===== config.mk =====
export PLATFORM = sky130hd
export DESIGN_NAME = bus_target_responder
export DESIGN_NICKNAME = d
export VERILOG_FILES = /design/src/rtl/bus_resp_pkg.sv /design/src/rtl/brsp_handshake.sv /design/src/rtl/brsp_read_drive.sv /design/src/rtl/brsp_addr_capture.sv /design/src/rtl/brsp_pass_monitor.sv /design/src/rtl/bus_target_responder.sv
export SDC_FILE = /design/constraint.sdc
export NUM_CORES = 1
export LEC_CHECK = 0
export BUFFER_PORTS_ARGS = -buffer_cell sky130_fd_sc_hd__buf_2
export CORE_MARGIN = 1.5
export CORE_UTILIZATION = 25
export DETAILED_ROUTE_END_ITERATION = 16
export SLEW_MARGIN = 20
export SYNTH_ARGS = -nofsm -noshare
export SYNTH_HDL_FRONTEND = slang
export SYNTH_SLANG_ARGS = --single-unit

===== constraint.sdc =====
create_clock -name clk -period 2.2 [get_ports clk]
set_input_delay 0 -clock clk [delete_from_list [all_inputs] [get_ports clk]]
set_output_delay 0 -clock clk [all_outputs]
set_load 0.02 [all_outputs]

===== src/rtl/bus_resp_pkg.sv =====
package bus_resp_pkg;
  localparam int BUS_W = 16;
  typedef logic [BUS_W-1:0] bus_word_t;

  typedef struct packed {
    logic cyc_n;
    logic rd_n;
    logic wr_n;
  } strobes_t;

  function automatic bus_word_t invert_word(input bus_word_t w);
    return ~w;
  endfunction
endpackage


===== src/rtl/brsp_handshake.sv =====
module brsp_handshake
  import bus_resp_pkg::*;
(
  input  strobes_t stb,
  output logic     reply_n,
  output logic     ack_addr_n
);
  logic in_cycle;
  logic transfer_req;

  always_comb begin
    in_cycle     = ~stb.cyc_n;
    transfer_req = ~stb.rd_n | ~stb.wr_n;
    reply_n      = ~(in_cycle & transfer_req);
    ack_addr_n   = stb.cyc_n;
  end
endmodule


===== src/rtl/brsp_read_drive.sv =====
module brsp_read_drive
  import bus_resp_pkg::*;
#(
  parameter int        W        = BUS_W,
  parameter bus_word_t NOP_WORD = 16'h00A0
) (
  input  logic         rd_n,
  output logic [W-1:0] bus_out,
  output logic         bus_oe
);
  localparam logic [W-1:0] DRIVEN_VAL = ~NOP_WORD[W-1:0];
  localparam logic [W-1:0] FLOAT_VAL  = {W{1'b1}};

  always_comb begin
    bus_oe  = ~rd_n;
    bus_out = bus_oe ? DRIVEN_VAL : FLOAT_VAL;
  end
endmodule


===== src/rtl/brsp_addr_capture.sv =====
module brsp_addr_capture
  import bus_resp_pkg::*;
#(
  parameter int W = BUS_W
) (
  input  logic         clk,
  input  logic         rst,
  input  logic         cyc_n,
  input  logic         rd_n,
  input  logic [W-1:0] bus_in,
  output logic [W-1:0] addr_q
);
  logic cyc_n_prev;
  logic start_edge;

  assign start_edge = cyc_n_prev & ~cyc_n;

  always_ff @(posedge clk) begin
    if (rst) begin
      cyc_n_prev <= 1'b0;
      addr_q     <= '0;
    end else begin
      cyc_n_prev <= cyc_n;
      if (start_edge) addr_q <= ~bus_in;
    end
  end

  assert_capture_on_fall_R6: assert property (@(posedge clk) disable iff (rst)
    ($past(cyc_n) && !cyc_n) |=> (addr_q == ~$past(bus_in)));

  assert_hold_otherwise_R7: assert property (@(posedge clk) disable iff (rst)
    !($past(cyc_n) && !cyc_n) |=> $stable(addr_q));

  assert_no_capture_cycleless_read_R7: assert property (@(posedge clk) disable iff (rst)
    (!rd_n && cyc_n) |=> $stable(addr_q));
endmodule


===== src/rtl/brsp_pass_monitor.sv =====
module brsp_pass_monitor
  import bus_resp_pkg::*;
#(
  parameter int           W      = BUS_W,
  parameter logic [W-1:0] TARGET = 16'h00FE
) (
  input  logic         clk,
  input  logic         rst,
  input  logic [W-1:0] addr_q,
  output logic         done
);
  logic hit;
  assign hit = (addr_q == TARGET);

  always_ff @(posedge clk) begin
    if (rst)      done <= 1'b0;
    else if (hit) done <= 1'b1;
  end

  assert_done_sticky_R8: assert property (@(posedge clk) disable iff (rst)
    done |=> done);

  assert_done_sets_R8: assert property (@(posedge clk) disable iff (rst)
    (addr_q == TARGET) |=> done);
endmodule


===== src/rtl/bus_target_responder.sv =====
module bus_target_responder
  import bus_resp_pkg::*;
#(
  parameter int        W        = BUS_W,
  parameter bus_word_t NOP_WORD = 16'h00A0,
  parameter bus_word_t TARGET   = 16'h00FE
) (
  input  logic         clk,
  input  logic         rst,
  input  logic         cyc_n,
  input  logic         rd_n,
  input  logic         wr_n,
  input  logic [W-1:0] bus_in,
  output logic [W-1:0] bus_out,
  output logic         bus_oe,
  output logic         reply_n,
  output logic         ack_addr_n,
  output logic [W-1:0] addr_latched,
  output logic         sweep_done
);
  strobes_t stb;
  assign stb = '{cyc_n: cyc_n, rd_n: rd_n, wr_n: wr_n};

  brsp_handshake u_hs (
    .stb        (stb),
    .reply_n    (reply_n),
    .ack_addr_n (ack_addr_n)
  );

  brsp_read_drive #(.W(W), .NOP_WORD(NOP_WORD)) u_rd (
    .rd_n    (rd_n),
    .bus_out (bus_out),
    .bus_oe  (bus_oe)
  );

  brsp_addr_capture #(.W(W)) u_cap (
    .clk    (clk),
    .rst    (rst),
    .cyc_n  (cyc_n),
    .rd_n   (rd_n),
    .bus_in (bus_in),
    .addr_q (addr_latched)
  );

  brsp_pass_monitor #(.W(W), .TARGET(TARGET[W-1:0])) u_pass (
    .clk    (clk),
    .rst    (rst),
    .addr_q (addr_latched),
    .done   (sweep_done)
  );

  assert_reply_within_ack_R3: assert property (@(posedge clk) disable iff (rst)
    !reply_n |-> !ack_addr_n);

  assert_read_in_cycle_replies_R4: assert property (@(posedge clk) disable iff (rst)
    (bus_oe && !ack_addr_n) |-> !reply_n);

  assert_driven_word_R5: assert property (@(posedge clk) disable iff (rst)
    bus_oe |-> (bus_out == ~NOP_WORD[W-1:0]));
endmodule


**Yosys cells after proc, flatten, opt, wreduce, memory -nomap -nowiden**

Index checks and enable logic that the tools add are counted.

- Register bits: 18
- Bits in read-only memories: 0
- Memories kept: 0
- Input bits: 21
- Bits in latches: 0
- RAM bits: 0

- Magnitude comparators: 0
- Multipliers: 0
- Mux-type cells: 1
- Divide/modulo/power cells: 0
- Bitwise gates (word level): 8
- Eq/ne operators: 1
- Reduce and logical (&&, ||, !) cells: 0
- Shift-type cells: 0
- Add/subtract/negate cells: 0

Operators by type and width:

| operator | number |
|---|---|
| $eq 16x8->1 const B | 1 |
| $not 16->16 | 1 |
| $mux 8 | 1 |
| $not 1->1 | 4 |
| $and 1x1->1 | 2 |
| $or 1x1->1 | 1 |

**Depth between registers and ports, before layout**

- Depth in word-level cells: 4
- Depth in mapped cells: 5
- Depth with buffers taken out: 3

**Cells and area by module**

Synthesis repeated with hierarchy kept, for this count alone.

- Cells, all modules: 99
- Area total of the unflattened synthesis: 1,004.7 um2

By module, submodules not included:

| module | cells an instance | seq. area each (um2) | times used | area each (um2) |
|---|---|---|---|---|
| brsp_addr_capture | 72 | 340.3 | 1 | 777.0 |
| brsp_read_drive | 18 | 0.0 | 1 | 127.6 |
| brsp_pass_monitor | 7 | 20.0 | 1 | 85.1 |
| brsp_handshake | 2 | 0.0 | 1 | 15.0 |

**Worst setup path after synthesis**

No wires, ideal clock.

- Path type: flip-flop to flip-flop
- Start: register u_cap.addr_q[6]
- End: register u_pass.done
- Cell stages (with the launch flop): 4
- Setup slack: 1,204 ps
- Period minus slack after synthesis: 996 ps
- Arrival: 930 ps
- Cell sequence: dfxtp_1 > nor4bb_1 > a41oi_1 > nor2_1

- Cells in the longest elaborated chain, start to end: 1

RTL lines:

| element | RTL line | text |
|---|---|---|
| start, declared | brsp_addr_capture.sv:11 | `output logic [W-1:0] addr_q` |
| start signal, assigned | brsp_addr_capture.sv:24 | `if (start_edge) addr_q <= ~bus_in;` |
| $eq 16x8->1 | brsp_pass_monitor.sv:13 | `assign hit = (addr_q == TARGET);` |
| end signal, assigned | brsp_pass_monitor.sv:16 | `if (rst) done <= 1'b0;` |
| end signal, assigned | brsp_pass_monitor.sv:17 | `else if (hit) done <= 1'b1;` |
| end, declared | brsp_pass_monitor.sv:10 | `output logic done` |

Every way passes these cells.
A chain may end at the register's enable or synchronous reset.

**Worst setup path in the final report**

- Start: register u_cap.cyc_n_prev
- End: register u_cap.addr_q[7]

- Cells in the longest elaborated chain, start to end: 1

RTL lines:

| element | RTL line | text |
|---|---|---|
| start, declared | brsp_addr_capture.sv:13 | `logic cyc_n_prev;` |
| start signal, assigned | brsp_addr_capture.sv:23 | `cyc_n_prev <= cyc_n;` |
| $and 1x1->1 | brsp_addr_capture.sv:16 | `assign start_edge = cyc_n_prev & ~cyc_n;` |

Every way passes these cells.

==> run metrics <==
num rows=21; Final Skew=0.000653 ns; RD Place Congestion=0.655; CTS Buffer Depth=2; Final Max Slew Viols=0; Gate Count Post-Synth=84; Netlist Area Pre-Place=917 um^2; status=completed; Die W=63.6 um; setup TNS=0 ns; minimum clock period=1.28 ns; Avg WL per Cell=10.4 um; Avg Inst Size Synth=10.9 um^2; placed cell count=163; DR vias=734; Routed Wire Length=1900 um; Peak VDD IR=0.355 mV; final setup fails=0; drt initial violations=18; P per Cell Area=543 mW/mm^2; Critical Path End Type=flop; most common cell after layout, fill and taps aside=buf_2; sequential area share after synthesis=39.3%; Syn. warnings=0; Die ar.=0.00404 mm^2; GRT Util Overall=8.48%; most frequent cells in the layout=buf_2 (42), dfxtp_1 (18), a211oi_2 (16), dlygate4sd3_1 (16), conb_1 (14); io pins=57; 1st-pass router iterations=2; TritonCTS clock tree=yes; RSZ-0062 raised after global routing=false; Layout Cells excl Fill=182; period utilisation layout=58.2%; vias in the first global route=639; diode count=0; layout cells sized above 1=53.7%; die height=63.6 um; Crit Path Category=flop to flop; Required @ worst endpoint=2.41 ns; clock tree sinks=18; fin nets=159; port buffer count=42; CTS Buf Count=3; Worst-path clk slew=0.09 ns; Final Hold Fails=0; Vias/cell=4.03; leakage power=0.548 nW; area grow syn2layout=35.9%; Clock Root Buffer=clkbuf_4; initial antenna violation count=0; H-tree Lvls=1; Final HPWL DP=1450 um; Startpoint Class=flop; global-route wire length before repair=2770 um; Distinct cells, synth=19; maxcap violations=0; data arrival time of the worst path=1.49 ns; Yosys reg bits=18; critical path fanouts, max=20; grt ovf=0; Max Freq=781 MHz; Starting Density=26.8%; Skew-Pair Late Insertion Delay=0.28 ns; Core ar.=0.00342 mm^2; pin count of the biggest net entering global routing=21; Remaining DRCs=0; Final ANT Viol Nets=0; worst hold-check path type=primary input to flop
through the flow:
stage / util [%] / setup WS (ns) / hold slack (ns) / instance area [um^2] / power, W
finish: 36.5 / 0.920 / 0.0131 / 1250 / 0.000677
global route: 36.5 / 0.789 / 0.000670 / 1250 / 0.000714
CTS: 36.5 / 0.905 / 0.00470 / 1250 / 0.000688
detailed placement: 31.1 / 0.936 / 0.191 / 1060 / 0.000509
global placement: 31.1 / 0.980 / 0.188 / 1060 / 0.000506
floorplan: - / 1.20 / 0.0766 / 966 / 0.000487
registers in the layout (all words and copies together), names as in the netlist:
register and cells:
u_cap.cyc_n_prev 1, u_pass.done 1, u_cap.addr_q 16
critical path, cell delays in order, from the launching register on:
cell and delay (ns):
dfxtp_1 0.32, nor2b_4 0.41, buf_12 0.23, nor2_1 0.06, a211oi_2 0.18
cell type report:
cell class	instances	area, um^2
Timing Repair Buffer	59	390
Clock buffer	3	22.5
Tap cell	46	57.6
Sequential cell	18	360
Multi-Input combinational cell	55	412
Inverter	1	3.75
Fill cell	365	2170
cells in the mapped netlist (all sizes together):
cell type,number,area [um^2]
a211oi,16,200
a21o,1,7.51
a41oi,1,8.76
and4,1,8.76
buf,23,195
conb,1,3.75
dfxtp,18,360
inv,1,3.75
nor2,17,88.8
nor2b,2,15.0
nor4,1,6.26
nor4b,1,8.76
nor4bb,1,10.0
worst paths after layout:
path	start	end	slack (ns)	depth (start not counted)
setup / recovery	u_cap.cyc_n_prev	u_cap.addr_q[7]	0.92	4
hold / removal	cyc_n	u_cap.cyc_n_prev	0.01	2
setup reg to reg	u_cap.cyc_n_prev	u_cap.addr_q[7]	0.92	4
hold reg to reg	u_pass.done	u_pass.done	0.52	2
kinds of logic (layout without fill, tap and decap cells):
| logic type | Yosys count | count (layout) | share of synthesized area [%] |
|---|---|---|---|
| buf+inv | 24 | 63 | 21.7 |
| simple gates | 23 | 23 | 15.0 |
| compound gates | 18 | 18 | 23.6 |
| flops | 18 | 18 | 39.3 |
| other cells | 1 | 14 | 0.409 |
power breakdown:
part	switching, W	internal (W)
logic	0.0000977	0.0000699
clock network	0.0000918	0.0000635
registers	0.0000125	0.000342
timing repair:
item / in CTS / in global routing
buffers inserted: 0 / 0
endpoints found under the setup margin: 0 / 0
hold buffers: 16 / 0
resized for setup: 0 / 0
hold endpoints to repair: 16 / 0
routing by layer:
layer | routed length (um) | part of all wire, % | GRT usage (%)
met1 | 899 | 47 | 10.9
met2 | 825 | 43 | 14.2
met3 | 174 | 9.2 | 3.39
met4 | 0 | 0 | 0
met5 | 0 | 0 | 0
Power figures use the tool's default switching activity.
